## config.mk

```make
export PLATFORM = sky130hd
export DESIGN_NAME = spi_slave_sel
export DESIGN_NICKNAME = d
export VERILOG_FILES = /design/src/rtl/spi_slave_sel.sv
export SDC_FILE = /design/constraint.sdc
export NUM_CORES = 1
export LEC_CHECK = 0
export ABC_AREA = 1
export CAP_MARGIN = 20
export CORE_ASPECT_RATIO = 0.5
export CORE_MARGIN = 8
export CORE_UTILIZATION = 55
export CTS_CLUSTER_SIZE = 28
export DETAILED_ROUTE_END_ITERATION = 8
export PLACE_DENSITY_LB_ADDON = 0.3
export SLEW_MARGIN = 30
export SYNTH_ARGS = -nofsm -noshare
export SYNTH_HDL_FRONTEND = slang
export SYNTH_SLANG_ARGS = --single-unit
```

## constraint.sdc

```tcl
create_clock -name clk -period 2.05 [get_ports clk]
set_input_delay 0.41 -clock clk [delete_from_list [all_inputs] [get_ports clk]]
set_output_delay 0.41 -clock clk [all_outputs]
set_load 0.02 [all_outputs]
```

## src/rtl/spi_slave_sel.sv

```systemverilog
module spi_slave_sel (
  input  logic        clk,
  input  logic        rst_n,
  input  logic        cpol,
  input  logic        cke,
  input  logic [1:0]  wlen,
  input  logic        sel_en,
  input  logic        tx_wr,
  input  logic [31:0] tx_data,
  input  logic        rx_rd,
  input  logic        ovr_clr,
  input  logic        sck,
  input  logic        ss_n,
  input  logic        sdi,
  output logic        sdo,
  output logic        sdo_en,
  output logic [31:0] rx_data,
  output logic        rx_full,
  output logic        rx_ovr,
  output logic        tx_empty
);

  logic [2:0]  sck_q, ss_q, warm;
  logic [1:0]  sdi_q;
  logic [4:0]  cnt, msb;
  logic [31:0] tx_sr, tx_buf, rx_nxt, mask;
  logic [30:0] rx_sr;
  logic        tx_full, from_buf;
  logic        act_now, act_prev, lead, trail, en, samp, chg, start, done, abort, tx_free;

  assign msb      = (wlen == 2'd0) ? 5'd7 : (wlen == 2'd1) ? 5'd15 : 5'd31;
  assign mask     = 32'hFFFF_FFFF >> (5'd31 - msb);
  assign act_now  = sck_q[1] ^ cpol;
  assign act_prev = sck_q[2] ^ cpol;
  assign lead     = warm[2] & act_now & ~act_prev;
  assign trail    = warm[2] & ~act_now & act_prev;
  assign en       = ~sel_en | ~ss_q[1];
  assign samp     = en & (cke ? lead : trail);
  assign chg      = en & (cke ? trail : lead);
  assign start    = samp & (cnt == 5'd0);
  assign done     = samp & (cnt == msb);
  assign abort    = sel_en & ss_q[1] & ~ss_q[2];
  assign tx_free  = tx_full & ((start & ~sel_en) | (done & sel_en & from_buf));
  assign rx_nxt   = {rx_sr, sdi_q[1]};
  assign sdo      = (cnt == 5'd0) ? (tx_full & tx_buf[msb]) : tx_sr[31];
  assign sdo_en   = en;
  assign tx_empty = ~tx_full;

  always_ff @(posedge clk or negedge rst_n) begin
    if (!rst_n) begin
      warm  <= '0;
      sck_q <= '0;
      ss_q  <= '1;
      sdi_q <= '0;
    end else begin
      warm  <= {warm[1:0], 1'b1};
      sck_q <= {sck_q[1:0], sck};
      ss_q  <= {ss_q[1:0], ss_n};
      sdi_q <= {sdi_q[0], sdi};
    end
  end

  always_ff @(posedge clk or negedge rst_n) begin
    if (!rst_n) begin
      cnt      <= '0;
      rx_sr    <= '0;
      tx_sr    <= '0;
      from_buf <= 1'b0;
    end else begin
      if (abort)
        cnt <= '0;
      else if (samp) begin
        cnt   <= done ? 5'd0 : cnt + 5'd1;
        rx_sr <= rx_nxt[30:0];
      end
      if (start) begin
        tx_sr    <= (tx_full ? tx_buf : 32'd0) << (5'd31 - msb);
        from_buf <= tx_full;
      end else if (chg && cnt != 5'd0)
        tx_sr <= {tx_sr[30:0], 1'b0};
    end
  end

  always_ff @(posedge clk or negedge rst_n) begin
    if (!rst_n) begin
      tx_full <= 1'b0;
      tx_buf  <= '0;
    end else if (tx_free)
      tx_full <= 1'b0;
    else if (tx_wr && !tx_full) begin
      tx_full <= 1'b1;
      tx_buf  <= tx_data;
    end
  end

  always_ff @(posedge clk or negedge rst_n) begin
    if (!rst_n) begin
      rx_data <= '0;
      rx_full <= 1'b0;
      rx_ovr  <= 1'b0;
    end else begin
      if (done && !(rx_full && !rx_rd)) begin
        rx_data <= rx_nxt & mask;
        rx_full <= 1'b1;
      end else if (rx_rd)
        rx_full <= 1'b0;
      if (done && rx_full && !rx_rd)
        rx_ovr <= 1'b1;
      else if (ovr_clr)
        rx_ovr <= 1'b0;
    end
  end

  p_cnt_range_r2: assert property (@(posedge clk) disable iff (!rst_n) cnt <= msb);
  p_sel_idle_r3: assert property (@(posedge clk) disable iff (!rst_n)
    sel_en && ss_q[1] && $past(ss_q[1]) |=> $stable(cnt));
  p_txe_sel_r5: assert property (@(posedge clk) disable iff (!rst_n)
    $rose(tx_empty) && $past(sel_en) |-> $past(done));
  p_store_r7: assert property (@(posedge clk) disable iff (!rst_n) done |=> rx_full);
  p_no_overflow_r7: assert property (@(posedge clk) disable iff (!rst_n)
    done && rx_full && !rx_rd |=> rx_ovr && $stable(rx_data));

endmodule

```

==> results.sh, run 1 <==
export IMPL_place_inst=1026
export IMPL_violations="setup timing"
export IMPL_die_height_um=94.2
export IMPL_rows=28
export IMPL_pin_count=82
export IMPL_fmax_ghz=0.488
export IMPL_cts_tree="done"
export IMPL_drc_errors=0
export IMPL_stdcell_count=1063
export IMPL_io_buffers=81
export IMPL_cp_startpoint="cnt[0]"
export IMPL_n_antenna_cell=0
export IMPL_grt_overflow=0
export IMPL_r2r_start="cnt[0]"
export IMPL_clock_sinks=147
export IMPL_finClkSkew_ps=12.2
export IMPL_crit_type="reg -> out"
export IMPL_hpwl_um=11600
export IMPL_hold_end="warm[1]"
export IMPL_wl_per_cell_um=16.0
export IMPL_required_ps=1640
export IMPL_pwr_share_clk_pct=29.9
export IMPL_routed_via_count=5611
export IMPL_synth_cell_types=35
export IMPL_p_int_uw=6800
export IMPL_grt_usage_pct=21.8
export IMPL_dpl_worst_slack_ps=-605
export IMPL_whs_path_depth=0
export IMPL_die_area_um2=16200
export IMPL_crit_path_end_kind="output pin"
export IMPL_switching_share_pct=34.5
export IMPL_p_per_area_nw_per_um2=1190
export IMPL_drtIter0Drc=720
export IMPL_layout_nets=932
export IMPL_timing_rr_end="tx_sr[17]"
export IMPL_fp_dieW_um=172
export IMPL_mostFrequentLayoutCells="nand2_1 (265), dfrtp_1 (144), clkdlybuf4s50_1 (75)"
export IMPL_grt_pass1_wl_um=27700
export IMPL_ir_drop_mv=0.572
export IMPL_design_core_area_um2=11900
export IMPL_crit_path_max_fanout=2
export IMPL_fin_ws_ps=-0.185
export IMPL_drive_above_1_share_pct=20.0
export IMPL_startpoint_type="flip-flop"
export IMPL_gp_congestion=0.898
export IMPL_clockBufferDepth=2
export IMPL_yosysWarnings=0
export IMPL_finalSetupViolCount=1
export IMPL_cts_root_buf="clkbuf_16"
export IMPL_finalCritPeriodShare_pct=100
export IMPL_synth_nets=811
export IMPL_layout_commonest_cell="nand2_1"
export IMPL_hp_class="reg -> reg"
export IMPL_p_sw_uw=3580
export IMPL_cts_clk_slew_worst_paths_ps=70
export IMPL_r2r_cells=11
export IMPL_fin_util_pct=73.6
export IMPL_dr_pass1_iters=5
export IMPL_initial_utilization_pct=56.6
export IMPL_clock_latency_ps=420
export IMPL_antenna_found_initial=0
export IMPL_grt_max_degree=53
export IMPL_status="finished with violations"
export IMPL_min_period_ps=2050
export IMPL_numCtsBuffers=17
export IMPL_area_growth_pct=30.0
export IMPL_rsz0062_at_grt="true"
export IMPL_synth_seq_cells=147
export IMPL_p_seq_share_pct=40.5
export IMPL_ys_seq_area_share_pct=54.8
export IMPL_drv_cap=0
export IMPL_syn_avg_cell_area_um2=8.80
export IMPL_ant_nets=0
export IMPL_syn_area_um2=6730
export IMPL_whs_ps=352
export IMPL_r2r_slack_ps=120
export IMPL_p_leak_uw=0.00431
export IMPL_grt_pass1_vias=5514
export IMPL_p_comb_share_pct=29.5
export IMPL_syn_inst=764
export IMPL_routed_wl_um=17000
export IMPL_crit_arrival_ps=1640
export IMPL_vias_per_cell=5.28
export IMPL_worstHoldStart="warm[0]"
export IMPL_slew_viol_final=0
export IMPL_finalHoldViolCount=0
export IMPL_htree_levels=4
==> logic make-up (layout without fill, tap and decap cells) <==
group | after synthesis | after routing | share of synthesized area [%]
buffers and inverters | 112 | 246 | 7.46
adders and majority gates | 2 | 2 | 0.372
muxes | 20 | 20 | 3.35
xor gates and xnor gates | 3 | 3 | 0.391
other | 1 | 1 | 0.0558
and+or+nand+nor | 386 | 386 | 24.4
DFF | 147 | 147 | 54.8
AOI/OAI and AO/OA | 93 | 93 | 9.19
==> power groups by stage <==
| stage | clock, uW | combinational, uW | sequential, uW |
|---|---|---|---|
| final | 3110 | 3070 | 4210 |
| after global routing | 3270 | 3420 | 4300 |
| after CTS | 3130 | 2990 | 4200 |
| after detailed placement | 0 | 2900 | 4230 |
| after global placement | 0 | 2820 | 4200 |
| after floorplan | 0 | 1910 | 4090 |
==> cells in the mapped netlist (all sizes together) <==
| master | instances | area [um2] |
|---|---|---|
| dfstp | 3 | 78.8 |
| a22oi | 1 | 7.51 |
| conb | 1 | 3.75 |
| buf | 29 | 190 |
| nand4 | 26 | 169 |
| inv | 73 | 274 |
| nand3 | 50 | 268 |
| or2 | 2 | 12.5 |
| mux2 | 20 | 225 |
| a21oi | 18 | 93.8 |
| o21ai | 60 | 420 |
| xor2 | 3 | 26.3 |
| a31oi | 1 | 6.26 |
| nor2 | 39 | 164 |
| nand2 | 269 | 1030 |
| dfrtp | 144 | 3600 |
| ha | 2 | 25.0 |
| o211ai | 5 | 37.5 |
| o22ai | 7 | 43.8 |
| o221ai | 1 | 8.76 |
| clkbuf | 10 | 37.5 |
==> state kept, by name, indices dropped and copies added (netlist names), 3 cells and up <==
name     count
ss_q         3
cnt          5
tx_sr       32
warm         3
sck_q        3
rx_data     32
tx_buf      32
rx_sr       31
==> final cells by class <==
class                   count  area (um2)
flip-flops and latches    147        3680
fillers                   822        3130
multi-input cells         505        2590
repair buffers            141        1400
clock buffers              19         453
inverters                  73         275
well taps                 165         206
clock inverters            13         139
==> per-stage QoR <==
stage	total power, uW	area, um2	TNS, ps
after floorplan	6010	6730	0
after global placement	7010	8070	-13050
after detailed placement	7130	8070	-15720
after CTS	10300	8700	-4.70
after global routing	11000	8740	-53.4
final	10400	8740	-0.185
==> worst max-delay path by stage <==
| stage | endpoint | slack, ps |
|---|---|---|
| floorplan | sdo | 70 |
| global placement | sdo | -600 |
| detailed placement | sdo | -610 |
| CTS | sdo | -5 |
| global route | sdo | -50 |
| finish | sdo | -0.2 |
==> layer usage <==
layer	GRT usage, %	up-vias	wire length, um
met5	0	-	0
met1	29.0	2703	7350
li1	-	2696	-
met2	34.8	186	8270
met3	5.16	26	1140
met4	6.70	0	267
==> repair_timing <==
| action | in CTS | in global routing |
|---|---|---|
| setup endpoints to repair | 8 | 42 |
| hold buffers | 1 | 0 |
| buffers inserted | 2 | 2 |
| endpoints found under the hold margin | 48 | 0 |
| resized for setup | 17 | 6 |
| pin swaps | 4 | 4 |
==> worst max-delay path, cell delays in order (launching register included) <==
cell and delay (ps):
dfrtp_1 400, inv_2 90, ha_4 150, nand3_4 70, nor2_4 140, inv_2 60, o21ai_2 170, buf_6 140
Note: power is estimated with default switching activity, not from simulation.
==> run 2, diff against run 1 <==
--- a/config.mk
+++ b/config.mk
@@ -12,6 +12,7 @@
 export CORE_UTILIZATION = 55
 export CTS_CLUSTER_SIZE = 28
 export DETAILED_ROUTE_END_ITERATION = 8
+export MAX_ROUTING_LAYER = met4
 export PLACE_DENSITY_LB_ADDON = 0.3
 export SLEW_MARGIN = 30
 export SYNTH_ARGS = -nofsm -noshare
==> results.sh, run 2 (synthesis gave the netlist of run 1 again) <==
export IMPL_antenna_found_initial=0
export IMPL_n_antenna_cell=0
export IMPL_design_area_um2=8800
export IMPL_cts_clk_slew_worst_paths_ps=70
export IMPL_vias_per_cell=5.30
export IMPL_p_leak_uw=0.00435
export IMPL_whs_ps=356
export IMPL_crit_arrival_ps=1600
export IMPL_numCtsBuffers=17
export IMPL_finalCritPeriodShare_pct=98.3
export IMPL_routed_wl_um=17400
export IMPL_area_growth_pct=30.9
export IMPL_min_period_ps=2010
export IMPL_crit_type="reg -> out"
export IMPL_pin_count=82
export IMPL_initial_utilization_pct=56.6
export IMPL_drtIter0Drc=480
export IMPL_crit_path_end_kind="output pin"
export IMPL_htree_levels=4
export IMPL_clock_sinks=147
export IMPL_n_fill_cell=842
export IMPL_grt_max_degree=46
export IMPL_rsz0062_at_grt="true"
export IMPL_hpwl_um=11900
export IMPL_hp_class="reg -> reg"
export IMPL_crit_path_max_fanout=2
export IMPL_die_area_um2=16200
export IMPL_drc_errors=0
export IMPL_clock_latency_ps=430
export IMPL_clockBufferDepth=2
export IMPL_drive_above_1_share_pct=20.2
export IMPL_finClkSkew_ps=13.9
export IMPL_mostFrequentLayoutCells="nand2_1 (264), dfrtp_1 (144), clkdlybuf4s50_1 (75)"
export IMPL_ir_drop_mv=0.533
export IMPL_cts_root_buf="clkbuf_16"
export IMPL_dr_pass1_iters=5
export IMPL_design_core_area_um2=11900
export IMPL_startpoint_type="flip-flop"
export IMPL_status="finished clean"
export IMPL_layout_nets=933
export IMPL_cts_tree="done"
export IMPL_gp_congestion=0.892
export IMPL_fin_util_pct=74.1
export IMPL_routed_via_count=5638
export IMPL_slew_viol_final=0
export IMPL_drv_cap=0
export IMPL_place_area_um2=8090
export IMPL_grt_usage_pct=22.4
export IMPL_grt_pass1_vias=5556
export IMPL_p_total_uw=10400
export IMPL_rows=28
export IMPL_fp_dieW_um=172
export IMPL_ant_nets=0
export IMPL_finalHoldViolCount=0
export IMPL_fmax_ghz=0.496
export IMPL_grt_pass1_wl_um=27600
export IMPL_layout_commonest_cell="nand2_1"
export IMPL_finalSetupViolCount=0
export IMPL_die_height_um=94.2
export IMPL_required_ps=1640
export IMPL_grt_overflow=0
export IMPL_p_per_area_nw_per_um2=1180
export IMPL_top_regs="rx_data: 32 flops, tx_buf: 32 flops, tx_sr: 32 flops"
export IMPL_wl_per_cell_um=16.3
export IMPL_fin_tns_setup_ps=0
export IMPL_io_buffers=81
## run 2: cell count changes in the layout (fill, tap and decap cells not counted), moves of 2 or more
cell,delta
clkinv_8,+6
clkinv_2,-2
clkinvlp_4,-2
dlymetal6s2s_1,+3
dlygate4sd2_1,-3
clkinv_4,+2
clkbuf_8,-2
## run 2: worst max-delay path: stages, from the launching register on
cell	delay, ps
dfrtp_1	400
inv_2	90
ha_4	140
nand3_4	70
nor2_4	170
inv_2	60
nand2_1	70
o21ai_2	50
buf_6	130
## run 2: layer usage
metal / up-vias / wire length (um) / GRT usage, %
li1: 2700 / - / -
met1: 2728 / 7400 / 28.4
met2: 183 / 8660 / 36.2
met3: 27 / 1070 / 4.11
met4: 0 / 258 / 7.13
met5: - / 0 / -
## run 2: final timing paths
kind / startpoint / end / slack [ps] / depth (start not counted)
max in group asynchronous: rst_n / ss_q[0] / 920 / 3
min reg2reg: warm[0] / warm[1] / 360 / 0
min: warm[0] / warm[1] / 360 / 0
max: cnt[0] / sdo / 40 / 8
min in group asynchronous: rst_n / rx_data[31] / 460 / 2
max reg2reg: cnt[0] / tx_sr[23] / 110 / 12
## run 2: repair_timing
item / 4_1_cts / 5_1_grt
gates resized for setup: 10 / 15
hold endpoints to repair: 34 / 0
setup endpoints to repair: 7 / 63
hold buffers: 1 / 0
pin swaps: 2 / 5
setup buffers: 2 / 2
## run 2: metrics by stage
step	setup WS, ps	std cells
after global routing	-40.8	1064
after global placement	-574	1027
final	35.3	1064
after detailed placement	-607	1027
after CTS	-76.8	1062
after floorplan	69.6	764
## run 2: final cells by class
type                    instances  area, um2  area share [%]
clock buffers                  17        425            4.83
clock inverters                15        184            2.09
inverters                      73        277            3.14
multi-input cells             505       2600            29.5
flip-flops and latches        147       3680            41.8
well taps                     165        206            2.34
repair buffers                142       1430            16.3
## run 2: where the power goes
part	switching (uW)	leakage [uW]	internal, uW
Clock	1460	0.000295	1650
Sequential	492	0.00186	3710
Combinational	1770	0.00219	1320
==> run 3, diff against run 2 <==
--- a/config.mk
+++ b/config.mk
@@ -14,6 +14,7 @@
 export DETAILED_ROUTE_END_ITERATION = 8
 export MAX_ROUTING_LAYER = met4
 export PLACE_DENSITY_LB_ADDON = 0.3
+export RECOVER_POWER = 100
 export SLEW_MARGIN = 30
 export SYNTH_ARGS = -nofsm -noshare
 export SYNTH_HDL_FRONTEND = slang
==> results.sh, run 3 (synthesis gave the netlist of run 1 again) <==
export IMPL_r2r_slack_ps=100
export IMPL_grt_max_degree=46
export IMPL_n_antenna_cell=0
export IMPL_grt_pass1_vias=5556
export IMPL_crit_arrival_ps=1620
export IMPL_grt_pass1_wl_um=27600
export IMPL_io_buffers=81
export IMPL_top_regs="rx_data: 32 flops, tx_buf: 32 flops, tx_sr: 32 flops"
export IMPL_fin_util_pct=73.8
export IMPL_gp_congestion=0.892
export IMPL_drive_above_1_share_pct=20.2
export IMPL_fmax_ghz=0.494
export IMPL_drv_cap=0
export IMPL_clock_latency_ps=430
export IMPL_slowest_stage="dfrtp_1"
export IMPL_pin_count=82
export IMPL_hp_class="reg -> reg"
export IMPL_r2r_start="cnt[0]"
export IMPL_fp_dieW_um=172
export IMPL_cts_tree="done"
export IMPL_numCtsBuffers=17
export IMPL_drc_errors=0
export IMPL_ir_drop_mv=0.533
export IMPL_n_fill_cell=853
export IMPL_r2r_cells=12
export IMPL_initial_utilization_pct=56.6
export IMPL_clockBufferDepth=2
export IMPL_clock_sinks=147
export IMPL_design_core_area_um2=11900
export IMPL_whs_ps=356
export IMPL_ant_nets=0
export IMPL_hold_end="sdi_q[1]"
export IMPL_worstHoldStart="sdi_q[0]"
export IMPL_antenna_found_initial=0
export IMPL_crit_top_cell="inv_2"
export IMPL_dr_pass1_iters=5
export IMPL_mostFrequentLayoutCells="nand2_1 (264), dfrtp_1 (144), clkdlybuf4s50_1 (71)"
export IMPL_p_leak_uw=0.00434
export IMPL_startpoint_type="flip-flop"
export IMPL_routed_wl_um=17400
export IMPL_grt_overflow=0
export IMPL_required_ps=1640
export IMPL_die_height_um=94.2
export IMPL_critical_path_cell_chain="inv_2, ha_4, nand3_4, nor2_4, inv_2, nand2_1, o21ai_2, buf_6"
export IMPL_p_per_area_nw_per_um2=1190
export IMPL_crit_path_max_fanout=2
export IMPL_rows=28
export IMPL_drtIter0Drc=449
export IMPL_max_stage_delay_ps=400
export IMPL_hpwl_um=11900
export IMPL_die_area_um2=16200
export IMPL_worst_pin_slew_ps=1050
export IMPL_vias_per_cell=5.31
export IMPL_p_total_uw=10400
export IMPL_place_area_um2=8090
export IMPL_design_area_um2=8760
export IMPL_timing_rr_end="tx_sr[23]"
export IMPL_crit_type="reg -> out"
export IMPL_fin_tns_setup_ps=0
export IMPL_layout_commonest_cell="nand2_1"
export IMPL_grt_usage_pct=22.4
export IMPL_crit_path_end_kind="output pin"
export IMPL_htree_levels=4
export IMPL_routed_via_count=5650
export IMPL_status="finished clean"
export IMPL_min_period_ps=2030
export IMPL_rsz0062_at_grt="true"
export IMPL_finClkSkew_ps=12.5
export IMPL_wl_per_cell_um=16.3
export IMPL_cts_clk_slew_worst_paths_ps=70
export IMPL_layout_nets=933
export IMPL_max_slew_margin_pct=29.9
export IMPL_slew_viol_final=0
export IMPL_finalHoldViolCount=0
export IMPL_cts_root_buf="clkbuf_16"
export IMPL_whs_path_depth=0
export IMPL_area_growth_pct=30.3
export IMPL_finalSetupViolCount=0
export IMPL_finalCritPeriodShare_pct=98.8
-- run 3: changes by cell type in the layout (fill, tap and decap cells not counted), moves of 2 or more --
cell	before	now
buf_2	0	2
buf_4	47	42
clkbuf_2	0	5
clkdlybuf4s50_1	75	71
dlygate4sd3_1	1	5
-- run 3: worst max-delay path by stage --
stage / start / to / slack [ps] / cells after the start
3_5_place_dp: wlen[1] / sdo / -610 / 7
5_1_grt: cnt[0] / sdo / -40 / 7
6_report: cnt[0] / sdo / 20 / 8
2_1_floorplan: cnt[0] / sdo / 70 / 7
3_3_place_gp: wlen[1] / sdo / -570 / 7
4_1_cts: wlen[0] / sdo / -80 / 8
-- run 3: per-stage QoR --
stage / cells / setup slack (ps)
global route: 1064 / -40.8
CTS: 1062 / -76.8
global placement: 1027 / -574
detailed placement: 1027 / -607
floorplan: 764 / 69.6
finish: 1064 / 24.4
-- run 3: worst max-delay path, delay by kind of cell (launching register included) --
| kind | cells | cell delay [ps] |
|---|---|---|
| adder cells (fa/ha/maj) | 1 | 140 |
| AND/OR/NAND/NOR | 3 | 320 |
| AO/OA/AOI/OAI | 1 | 50 |
| buffers and inverters | 3 | 280 |
| flip-flops | 1 | 400 |
-- run 3: power by group --
group	total (uW)	switching (uW)	internal, uW
Combinational	3070	1770	1300
Clock	3120	1470	1650
Sequential	4210	497	3710
-- run 3: area by class of cell --
type                    count  area (um2)  area share (%)
clock inverters            15         184            2.10
flip-flops and latches    147        3680            42.0
clock buffers              17         425            4.86
repair buffers            142        1390            15.9
multi-input cells         505        2600            29.6
well taps                 165         206            2.36
inverters                  73         277            3.16
-- run 3: what timing repair did --
item,4_1_cts,5_1_grt
pin swaps,2,5
resized for setup,10,15
setup endpoints to repair,7,63
hold endpoints to repair,34,0
hold buffers,1,0
buffers inserted,2,2
-- run 3: per-layer routing --
layer,global-route usage (%),vias up,wire length [um]
li1,-,2706,-
met1,28.4,2754,7550
met2,36.2,162,8690
met3,4.11,28,904
met4,7.13,0,248
met5,-,-,0
